==> src/rtl/sb_pkg.sv <==
`timescale 1ns/1ps
package sb_pkg;
  localparam int NUM_REGS = 8;
  localparam int IDX_W    = $clog2(NUM_REGS);

  typedef logic [IDX_W-1:0] ridx_t;

  // registers named by one instruction
  typedef struct packed {
    ridx_t src_a;
    ridx_t src_b;
    ridx_t dst;
  } regs_t;

  // a decoded offer: registers plus operation class
  typedef struct packed {
    regs_t regs;
    logic  is_mul;
  } op_t;
endpackage

==> src/rtl/sb_count_bank.sv <==
`timescale 1ns/1ps
module sb_count_bank
  import sb_pkg::*;
#(
  parameter int CNT_W = 4
) (
  input  logic                               clk,
  input  logic                               rst,
  input  logic [1:0]                         iss_en,
  input  regs_t [1:0]                        iss_regs,
  input  logic [1:0]                         ret_en,
  input  regs_t [1:0]                        ret_regs,
  output logic [NUM_REGS-1:0][CNT_W-1:0]     rd_q,
  output logic [NUM_REGS-1:0][CNT_W-1:0]     wr_q,
  output logic [NUM_REGS-1:0][CNT_W-1:0]     rd_eff,
  output logic [NUM_REGS-1:0][CNT_W-1:0]     wr_eff
);
  logic [NUM_REGS-1:0][CNT_W-1:0] rd_dec, wr_dec, rd_inc, wr_inc;
  logic [NUM_REGS-1:0][CNT_W-1:0] rd_nxt, wr_nxt;

  // retirement first, then this cycle's issues on top
  always_comb begin
    for (int r = 0; r < NUM_REGS; r++) begin
      rd_dec[r] = '0;
      wr_dec[r] = '0;
      rd_inc[r] = '0;
      wr_inc[r] = '0;
      for (int k = 0; k < 2; k++) begin
        if (ret_en[k]) begin
          rd_dec[r] = rd_dec[r] + CNT_W'(ret_regs[k].src_a == ridx_t'(r))
                                + CNT_W'(ret_regs[k].src_b == ridx_t'(r));
          wr_dec[r] = wr_dec[r] + CNT_W'(ret_regs[k].dst == ridx_t'(r));
        end
        if (iss_en[k]) begin
          rd_inc[r] = rd_inc[r] + CNT_W'(iss_regs[k].src_a == ridx_t'(r))
                                + CNT_W'(iss_regs[k].src_b == ridx_t'(r));
          wr_inc[r] = wr_inc[r] + CNT_W'(iss_regs[k].dst == ridx_t'(r));
        end
      end
      rd_eff[r] = rd_q[r] - rd_dec[r];
      wr_eff[r] = wr_q[r] - wr_dec[r];
      rd_nxt[r] = rd_eff[r] + rd_inc[r];
      wr_nxt[r] = wr_eff[r] + wr_inc[r];
    end
  end

  always_ff @(posedge clk) begin
    if (rst) begin
      rd_q <= '0;
      wr_q <= '0;
    end else begin
      rd_q <= rd_nxt;
      wr_q <= wr_nxt;
    end
  end

  // a retirement never takes back more than is held
  for (genvar g = 0; g < NUM_REGS; g++) begin : g_guard
    a_r6_no_underflow: assert property (@(posedge clk) disable iff (rst)
      (rd_dec[g] <= rd_q[g]) && (wr_dec[g] <= wr_q[g]));
  end
endmodule

==> src/rtl/sb_hazard.sv <==
`timescale 1ns/1ps
module sb_hazard
  import sb_pkg::*;
#(
  parameter int CNT_W = 4
) (
  input  logic [1:0]                     offer_v,
  input  regs_t [1:0]                    offer,
  input  logic [NUM_REGS-1:0][CNT_W-1:0] rd_eff,
  input  logic [NUM_REGS-1:0][CNT_W-1:0] wr_eff,
  input  logic [1:0]                     room,
  output logic [1:0]                     grant
);
  logic [1:0] blocked;
  logic       pair_clash;

  always_comb begin
    for (int k = 0; k < 2; k++) begin
      blocked[k] = (wr_eff[offer[k].src_a] != '0) ||
                   (wr_eff[offer[k].src_b] != '0) ||
                   (rd_eff[offer[k].dst]   != '0) ||
                   (wr_eff[offer[k].dst]   != '0);
    end
    // younger slot against the older one issuing beside it
    pair_clash = (offer[1].src_a == offer[0].dst)   ||
                 (offer[1].src_b == offer[0].dst)   ||
                 (offer[1].dst   == offer[0].src_a) ||
                 (offer[1].dst   == offer[0].src_b) ||
                 (offer[1].dst   == offer[0].dst);
    grant[0] = offer_v[0] && !blocked[0] && (room != 2'd0);
    grant[1] = grant[0] && offer_v[1] && !blocked[1] && !pair_clash &&
               (room == 2'd2);
  end
endmodule

==> src/rtl/sb_retire_queue.sv <==
`timescale 1ns/1ps
module sb_retire_queue
  import sb_pkg::*;
#(
  parameter int DEPTH   = 4,
  parameter int MUL_LAT = 3,
  parameter int ALU_LAT = 1
) (
  input  logic        clk,
  input  logic        rst,
  input  logic [1:0]  push_en,
  input  op_t [1:0]   push_op,
  output logic [1:0]  ret_en,
  output regs_t [1:0] ret_regs,
  output logic [1:0]  room
);
  localparam int PTR_W = $clog2(DEPTH);
  localparam int OCC_W = $clog2(DEPTH + 1);
  localparam int MAXL  = (MUL_LAT > ALU_LAT) ? MUL_LAT : ALU_LAT;
  localparam int LAT_W = $clog2(MAXL + 1);

  regs_t             slot_regs [DEPTH];
  logic [LAT_W-1:0]  slot_tmr  [DEPTH];
  logic [PTR_W-1:0]  rd_ptr, wr_ptr, rd_nxt1, wr_nxt1, wr_adv, rd_adv;
  logic [OCC_W-1:0]  occ, n_pop, n_push, free_after;

  function automatic logic [PTR_W-1:0] ptr_inc(input logic [PTR_W-1:0] p);
    return (p == PTR_W'(DEPTH - 1)) ? '0 : p + PTR_W'(1);
  endfunction

  function automatic logic [LAT_W-1:0] lat_of(input logic mul);
    return mul ? LAT_W'(MUL_LAT) : LAT_W'(ALU_LAT);
  endfunction

  always_comb begin
    rd_nxt1     = ptr_inc(rd_ptr);
    wr_nxt1     = ptr_inc(wr_ptr);
    ret_en[0]   = (occ != '0) && (slot_tmr[rd_ptr] == '0);
    ret_en[1]   = ret_en[0] && (occ >= OCC_W'(2)) && (slot_tmr[rd_nxt1] == '0);
    ret_regs[0] = slot_regs[rd_ptr];
    ret_regs[1] = slot_regs[rd_nxt1];
    n_pop       = OCC_W'(ret_en[0]) + OCC_W'(ret_en[1]);
    n_push      = OCC_W'(push_en[0]) + OCC_W'(push_en[1]);
    free_after  = OCC_W'(DEPTH) - (occ - n_pop);
    room        = (free_after >= OCC_W'(2)) ? 2'd2 : 2'(free_after);
    rd_adv      = ret_en[1] ? ptr_inc(rd_nxt1) : (ret_en[0] ? rd_nxt1 : rd_ptr);
    wr_adv      = push_en[1] ? ptr_inc(wr_nxt1) : (push_en[0] ? wr_nxt1 : wr_ptr);
  end

  // register payload: plain write ports, no reset
  always_ff @(posedge clk) begin
    if (push_en[0]) slot_regs[wr_ptr]  <= push_op[0].regs;
    if (push_en[1]) slot_regs[wr_nxt1] <= push_op[1].regs;
  end

  always_ff @(posedge clk) begin
    if (rst) begin
      rd_ptr <= '0;
      wr_ptr <= '0;
      occ    <= '0;
      for (int i = 0; i < DEPTH; i++) slot_tmr[i] <= '0;
    end else begin
      for (int i = 0; i < DEPTH; i++)
        if (slot_tmr[i] != '0) slot_tmr[i] <= slot_tmr[i] - LAT_W'(1);
      if (push_en[0]) slot_tmr[wr_ptr]  <= lat_of(push_op[0].is_mul);
      if (push_en[1]) slot_tmr[wr_nxt1] <= lat_of(push_op[1].is_mul);
      rd_ptr <= rd_adv;
      wr_ptr <= wr_adv;
      occ    <= occ - n_pop + n_push;
    end
  end

  a_r9_occ_bound: assert property (@(posedge clk) disable iff (rst)
    occ <= OCC_W'(DEPTH));

  a_r9_occ_track: assert property (@(posedge clk) disable iff (rst)
    1'b1 |=> occ == $past(occ) - $past(n_pop) + $past(n_push));
endmodule

==> src/rtl/issue_scoreboard.sv <==
`timescale 1ns/1ps
module issue_scoreboard
  import sb_pkg::*;
#(
  parameter int DEPTH   = 4,
  parameter int MUL_LAT = 3,
  parameter int ALU_LAT = 1,
  localparam int CNT_W  = $clog2(2 * DEPTH + 1)
) (
  input  logic                      clk,
  input  logic                      rst,
  input  logic                      in0_valid,
  input  logic [IDX_W-1:0]          in0_src_a,
  input  logic [IDX_W-1:0]          in0_src_b,
  input  logic [IDX_W-1:0]          in0_dst,
  input  logic                      in0_mul,
  input  logic                      in1_valid,
  input  logic [IDX_W-1:0]          in1_src_a,
  input  logic [IDX_W-1:0]          in1_src_b,
  input  logic [IDX_W-1:0]          in1_dst,
  input  logic                      in1_mul,
  output logic                      grant0,
  output logic                      grant1,
  output logic [NUM_REGS*CNT_W-1:0] rd_count,
  output logic [NUM_REGS*CNT_W-1:0] wr_count
);
  localparam int TW = CNT_W + IDX_W;

  op_t [1:0]                      offer;
  regs_t [1:0]                    offer_regs, ret_regs;
  logic [1:0]                     grant, ret_en, room;
  logic [NUM_REGS-1:0][CNT_W-1:0] rd_q, wr_q, rd_eff, wr_eff;
  logic [TW-1:0]                  wr_total;

  assign offer[0]      = {in0_src_a, in0_src_b, in0_dst, in0_mul};
  assign offer[1]      = {in1_src_a, in1_src_b, in1_dst, in1_mul};
  assign offer_regs[0] = offer[0].regs;
  assign offer_regs[1] = offer[1].regs;

  sb_count_bank #(.CNT_W(CNT_W)) u_cnt (
    .clk, .rst,
    .iss_en(grant), .iss_regs(offer_regs),
    .ret_en, .ret_regs,
    .rd_q, .wr_q, .rd_eff, .wr_eff
  );

  sb_hazard #(.CNT_W(CNT_W)) u_haz (
    .offer_v({in1_valid, in0_valid}), .offer(offer_regs),
    .rd_eff, .wr_eff, .room, .grant
  );

  sb_retire_queue #(.DEPTH(DEPTH), .MUL_LAT(MUL_LAT), .ALU_LAT(ALU_LAT)) u_rq (
    .clk, .rst,
    .push_en(grant), .push_op(offer),
    .ret_en, .ret_regs, .room
  );

  assign grant0   = grant[0];
  assign grant1   = grant[1];
  assign rd_count = rd_q;
  assign wr_count = wr_q;

  always_comb begin
    wr_total = '0;
    for (int r = 0; r < NUM_REGS; r++) wr_total = wr_total + TW'(wr_q[r]);
  end

  // a granted slot 0 never reads a register still being written
  a_r3_raw_guard: assert property (@(posedge clk) disable iff (rst)
    grant0 |-> (wr_eff[in0_src_a] == '0) && (wr_eff[in0_src_b] == '0));

  // a granted slot 0 finds its destination idle
  a_r4_dst_guard: assert property (@(posedge clk) disable iff (rst)
    grant0 |-> (rd_eff[in0_dst] == '0) && (wr_eff[in0_dst] == '0));

  // a lone issue with no retirement adds exactly one pending write
  a_r2_write_track: assert property (@(posedge clk) disable iff (rst)
    (grant == 2'b01 && ret_en == 2'b00) |=> wr_total == $past(wr_total) + TW'(1));
endmodule

==> config.mk <==
export PLATFORM = sky130hd
export DESIGN_NAME = issue_scoreboard
export DESIGN_NICKNAME = d
export VERILOG_FILES = /design/src/rtl/sb_pkg.sv /design/src/rtl/sb_count_bank.sv /design/src/rtl/sb_hazard.sv /design/src/rtl/sb_retire_queue.sv /design/src/rtl/issue_scoreboard.sv
export SDC_FILE = /design/constraint.sdc
export NUM_CORES = 1
export LEC_CHECK = 0
export BUFFER_PORTS_ARGS = -buffer_cell sky130_fd_sc_hd__buf_2
export CORE_ASPECT_RATIO = 1.4
export CORE_MARGIN = 4
export CORE_UTILIZATION = 63
export CTS_CLUSTER_SIZE = 30
export DETAILED_ROUTE_END_ITERATION = 6
export PLACE_DENSITY = 0.93
export SYNTH_ARGS = -nofsm -noshare
export SYNTH_HDL_FRONTEND = slang
export SYNTH_SLANG_ARGS = --single-unit
==> constraint.sdc <==
create_clock -name clk -period 9.5 [get_ports clk]
set_input_delay 0.475 -clock clk [delete_from_list [all_inputs] [get_ports clk]]
set_output_delay 0.475 -clock clk [all_outputs]
set_load 0.03 [all_outputs]
# After elaboration in Yosys (flattened, before gate mapping)
# Memory sizes are Yosys's and may differ from the RTL's. A register that Yosys moved wholly into a read port is not among the register bits.
# Cells that the tools add are included.
[word_totals]
register_bits = 71
mem_bits_rw = 44
inputBits = 24
word_cells = 409
mem_count = 2
[mem_list]
columns = ["memory", "words", "width", "read_ports", "rd_ports_with_merged_regs", "wr", "line_no", "source"]
rows = [
  ["u_rq.slot_regs", 4, 9, 2, 1, 2, "sb_retire_queue.sv:22", "regs_t slot_regs [DEPTH];"],
  ["u_rq.slot_tmr", 4, 2, 6, 1, 6, "sb_retire_queue.sv:23", "logic [LAT_W-1:0] slot_tmr [DEPTH];"],
]
[classes]
n_addsub = 109
order_cmp = 8
eq_ne = 94
muxes = 121
n_bitwise = 4
reduce_logical = 52
[op_table]
columns = ["operator", "count"]
rows = [
  ["$mux W4", 56],
  ["$eq A3 B3 Y1 const B", 48],
  ["$add A4 B1 Y4", 32],
  ["$bmux W4 S3", 8],
  ["$eq A3 B2 Y1 const B", 24],
  ["$add A1 B1 Y2", 34],
  ["$add A4 B4 Y4", 16],
  ["$sub A4 B4 Y4", 16],
  ["$mux W1", 38],
  ["$mux W2", 19],
  ["$eq A3 B1 Y1 const B", 12],
  ["$logic_not A3 Y1", 12],
  ["$reduce_bool A4 Y1", 8],
  ["$lt A3 B4 Y1 const B", 6],
  ["$eq A3 B3 Y1", 5],
  ["$reduce_bool A2 Y1", 7],
  ["$eq A2 B2 Y1 const B", 5],
  ["$logic_or A1 B1 Y1", 10],
  ["$logic_and A1 B1 Y1", 9],
  ["$add A2 B1 Y2 const B", 4],
  ["$sub A2 B1 Y2 const B", 4],
  ["$ge A3 B2 Y1 const B", 2],
  ["$logic_not A2 Y1", 2],
  ["$or A1 B1 Y1", 4],
  ["other kinds (5)", 7],
]

# Depth between registers and ports, before layout
# An unclocked memory read counts as a cell.
[logic_depth]
word_depth = 23
depth_mapped = 33

# By module
# Synthesis repeated with hierarchy kept, for this count alone.
[hier_totals]
hier_cells = 1169
hier_area_um2 = 11340.9
[by_module_without_submodules]
columns = ["module", "n_inst", "cells_each", "area_each_um2", "seq_area_each_um2"]
rows = [
  ["sb_count_bank", 1, 827, 7290.7, 1281.2],
  ["sb_retire_queue", 1, 264, 3225.6, 1461.4],
  ["sb_hazard", 1, 78, 824.5, 0.0],
]

# Worst setup path before layout
# Ideal clock, no wire load.
[synth_timing]
kind = "reg-to-reg"
startpoint = "register (tool-made name)"
endpoint = "register u_cnt.rd_q[15] (netlist bit)"
t_arrival_ps = 7542
t_required_ps = 9372
setup_slack_ps = 1830
stages_incl_launch_ff = 32
synth_period_minus_slack_ps = 7670
path_cell_list = "dfxtp_1 -> buf_1 -> mux4_2 -> nand2b_1 -> nor2_1 -> ha_1 -> and2_1 -> fa_1 -> ha_1 -> nand2_1 -> nor2_1 -> a21oi_1 -> fa_1 -> o31a_1 -> a2111oi_0 -> a21boi_0 -> mux2i_1 -> a2111oi_0 -> and3b_1 -> buf_4 -> clkbuf_1 -> nand2_1 -> fa_1 -> inv_1 -> ha_1 -> mux2i_1 -> nor2_1 -> ha_1 -> a21o_1 -> a21oi_1 -> xnor2_1 -> nor2_1"
[synth_lines]
columns = ["element", "line_no", "source"]
rows = [
  ["end signal, assigned", "sb_count_bank.sv:52", "rd_q <= rd_nxt;"],
  ["end, declared", "sb_count_bank.sv:13", "output logic [NUM_REGS-1:0][CNT_W-1:0] rd_q,"],
]

==> results by group <==
Status
  • Status: complete, no violations

Drt
  • Drt initial violations: 1474
  • Vias post-DR: 11500
  • Vias/cell: 6.64
  • DR pass1 iterations: 6
  • Post-route DRC violation count: 0
  • Wire per inst: approximately 22 um
  • Routed Antenna Nets: 0
  • DRT Wirelength: 38200 um

Place
  • Placer congestion estimate: 0.986
  • IO buf count: 89
  • DP HPWL: 28600 um

Critical path
  • Reg2reg end: u_cnt.rd_q[15]
  • WS Path Type: reg -> reg
  • R2R cell count: 28
  • Worst Path Max Fanout: 32
  • Setup crit start kind: flop
  • CP endpoint kind: flop
  • Most common cell on crit path: ha_1
  • Critical-path top delay cell: dfxtp_1
  • Worst path max stage delay: 810 ps
  • Arrival time worst endpoint: 9250 ps
  • CP required: 9790 ps
  • R2R Setup Slk: approximately 540 ps

Floorplan
  • Num rows: 60
  • Initial core utilization: between 60% and 70%
  • Die height: 174 um
  • Chip width: approximately 130 um
  • Area of the core: 19300 um^2
  • DIE AREA: 22000 um^2
  • Io pins: 90

Worst hold path
  • WHS Endpoint: u_rq.slot_tmr[3][1]
  • Min-delay src: in1_mul
  • Hold depth: 4
  • Hold crit path type: in -> reg

Clock tree
  • Number of setup buffers added after CTS: 0
  • Hold_buf cts: 0
  • Reg clk slew, reported paths: around 60 ps
  • CTS Buf Count: 17
  • Htree depth: 4
  • Post_cts resized: 0
  • CTS tree: done
  • Total clock sinks: 117
  • Worst-case clock buffer depth: 2
  • Clk_lat worst skew: ~440 ps
  • Clk Tree Root Cell: clkbuf_16

STA
  • Hold WS: 549 ps
  • Final Hold Fails: 0
  • RSZ-0062 raised after global routing: false
  • Clock Skew: 10.7 ps
  • Setup-failing EPs final: 0
  • Post-Route Setup TNS: 0 ps
  • Fin. max-slew vios: 0
  • Minimum clock period: ~9000 ps
  • Max_slew headroom: between 20% and 30%
  • Worst slew pin tran: 1180 ps
  • Maximum clock rate: ~110 MHz
  • Final period utilization: 94.3%

Synthesis
  • Mapped Cells: 1416
  • Syn nets: 1637
  • Ys flop type: dfxtp_1
  • Sequential share of the synthesized area: 22.2%
  • Mapped Area: 12400 um^2
  • Ys async rst share: 0%
  • Post-synth EDFFs: 40
  • Ys Warns: 0
  • Avg Cell Area, Syn: a little under 9 um^2
  • Synth cell types: 66
  • Flops & latches, synth: 117

Final layout
  • Filler Cell Count: between 1000 and 1500
  • ANT cells: 0
  • Nets: 1691
  • Layout cell share with drive strength beyond 1: ~14%
  • Synthesis-to-layout area growth: 9.22%

Global routing
  • Vias in the first global route: 11600
  • Pin count of the biggest net entering global routing: 80
  • Overall global routing resource usage: 34.8%
  • Initial antenna violation count: 0
  • Global route total overflow: 0
  • First-pass GRT wire length: 60600 um

Power
  • Static Leak: 6.38 nW
  • VDD IR max: ~230 uV
  • Pwr Density: 343 nW/um^2

Job
  • Max-cap violations: 0
-- through the flow --
step	util (%)	power (mW)	std cells	area [um^2]	worst slack [ps]
2_1_floorplan	-	3.08	1416	12400	1830
3_3_place_gp	67.2	3.80	1699	13000	564
3_5_place_dp	67.2	3.92	1699	13000	352
4_1_cts	70.0	4.54	1731	13500	302
5_1_grt	70.0	4.96	1731	13500	190
6_report	70.0	4.64	1731	13500	540
-- critical path, delay by kind of cell, from the launching register on --
family / cells / cell delay [ps]
compound gates: 7 / 2700
xor+xnor: 1 / 160
fa+ha+maj: 7 / 2560
buf+inv: 2 / 120
flops: 1 / 810
mux: 3 / 900
simple gates: 8 / 1540
-- final cells by class --
cell class	instances	area (um^2)	area share [%]
clock buffers	17	425	3.15
clock inverters	15	108	0.797
inverters	123	462	3.42
multi-input cells	1109	8920	66.0
flip-flops and latches	117	2740	20.3
well taps	248	310	2.30
repair buffers	102	543	4.02
-- cells by family (layout without fill, tap and decap cells) --
group	count (synthesis)	after routing	share of synthesized area [%]
simple gates	537	537	22.2
mux	90	90	9.85
compound gates	200	200	10.9
fa+ha+maj	197	197	23.0
buf+inv	190	257	5.87
xor+xnor	85	85	6.02
flops	117	117	22.2
-- per-layer routing --
layer / track usage (%) / vias to the layer above / wire (um)
met3: 7.58 / 235 / 3630
met1: 39.5 / 5371 / 13200
met5: 0 / - / 0
met4: 25.0 / 0 / 3270
li1: - / 5074 / -
met2: 57.3 / 806 / 18100
-- where the power goes --
| group | internal, mW | total, mW | switching, mW | leakage, nW |
|---|---|---|---|---|
| combinational | 1.24 | 3.24 | 1.99 | 5.13 |
| sequential | 0.663 | 0.796 | 0.133 | 0.995 |
| clock | 0.333 | 0.605 | 0.272 | 0.256 |
| total | 2.24 | 4.64 | 2.40 | 6.38 |
-- cell usage after synthesis (15+ instances only) --
master    instances  area (um^2)
mux2i_1          34          340
o31ai_1          17          128
ha_1            147         1840
xnor2_1          56          490
fa_1             50         1000
and2_1           39          244
inv_1           121          454
nor3_1           50          250
mux2_2           34          383
nor2_1          153          574
clkbuf_1         53          199
and3_1           30          188
edfxtp_1         40         1200
a21o_1           15          113
nand2b_1         24          150
nand2_1          98          368
o31a_1           15          131
xor2_1           29          254
a21oi_1          60          300
dfxtp_1          77         1540
o21ai_0          24          120
nor2b_1          45          282
mux4_2           22          495
nand3_1          24          120
-- sequential cells by signal, indices dropped and copies added (netlist names), named ones only --
signal and count:
u_rq.wr_ptr 2, u_cnt.rd_q 32, u_rq.slot_regs 36, u_rq.occ 3, u_rq.rd_ptr 2, u_rq.slot_tmr 8, u_cnt.wr_q 32
-- layout by cell type (no fill, tap or decap), types with 29 or more instances in the layout --
cell type,instances
nor2_1,149
fa_1,50
nor2b_1,45
nor3_1,50
nand2_1,98
and2_1,39
edfxtp_1,40
a21oi_1,60
xor2_1,29
xnor2_1,56
dfxtp_1,77
inv_1,121
ha_1,147
mux2i_1,34
mux2_2,34
and3_1,30
buf_2,89
-- worst max-delay path by stage --
stage / startpoint / endpoint / slack (ps) / depth (start not counted)
floorplan: flop / u_cnt.rd_q[15] / 1830 / 31
global placement: u_rq.rd_ptr[0] / u_cnt.rd_q[15] / 560 / 29
detailed placement: u_rq.rd_ptr[0] / u_cnt.rd_q[7] / 350 / 29
CTS: u_rq.rd_ptr[0] / u_cnt.rd_q[15] / 300 / 29
global route: flop / u_cnt.rd_q[15] / 190 / 28
finish: flop / u_cnt.rd_q[15] / 540 / 28
Note: power is estimated with default switching activity, not from simulation.
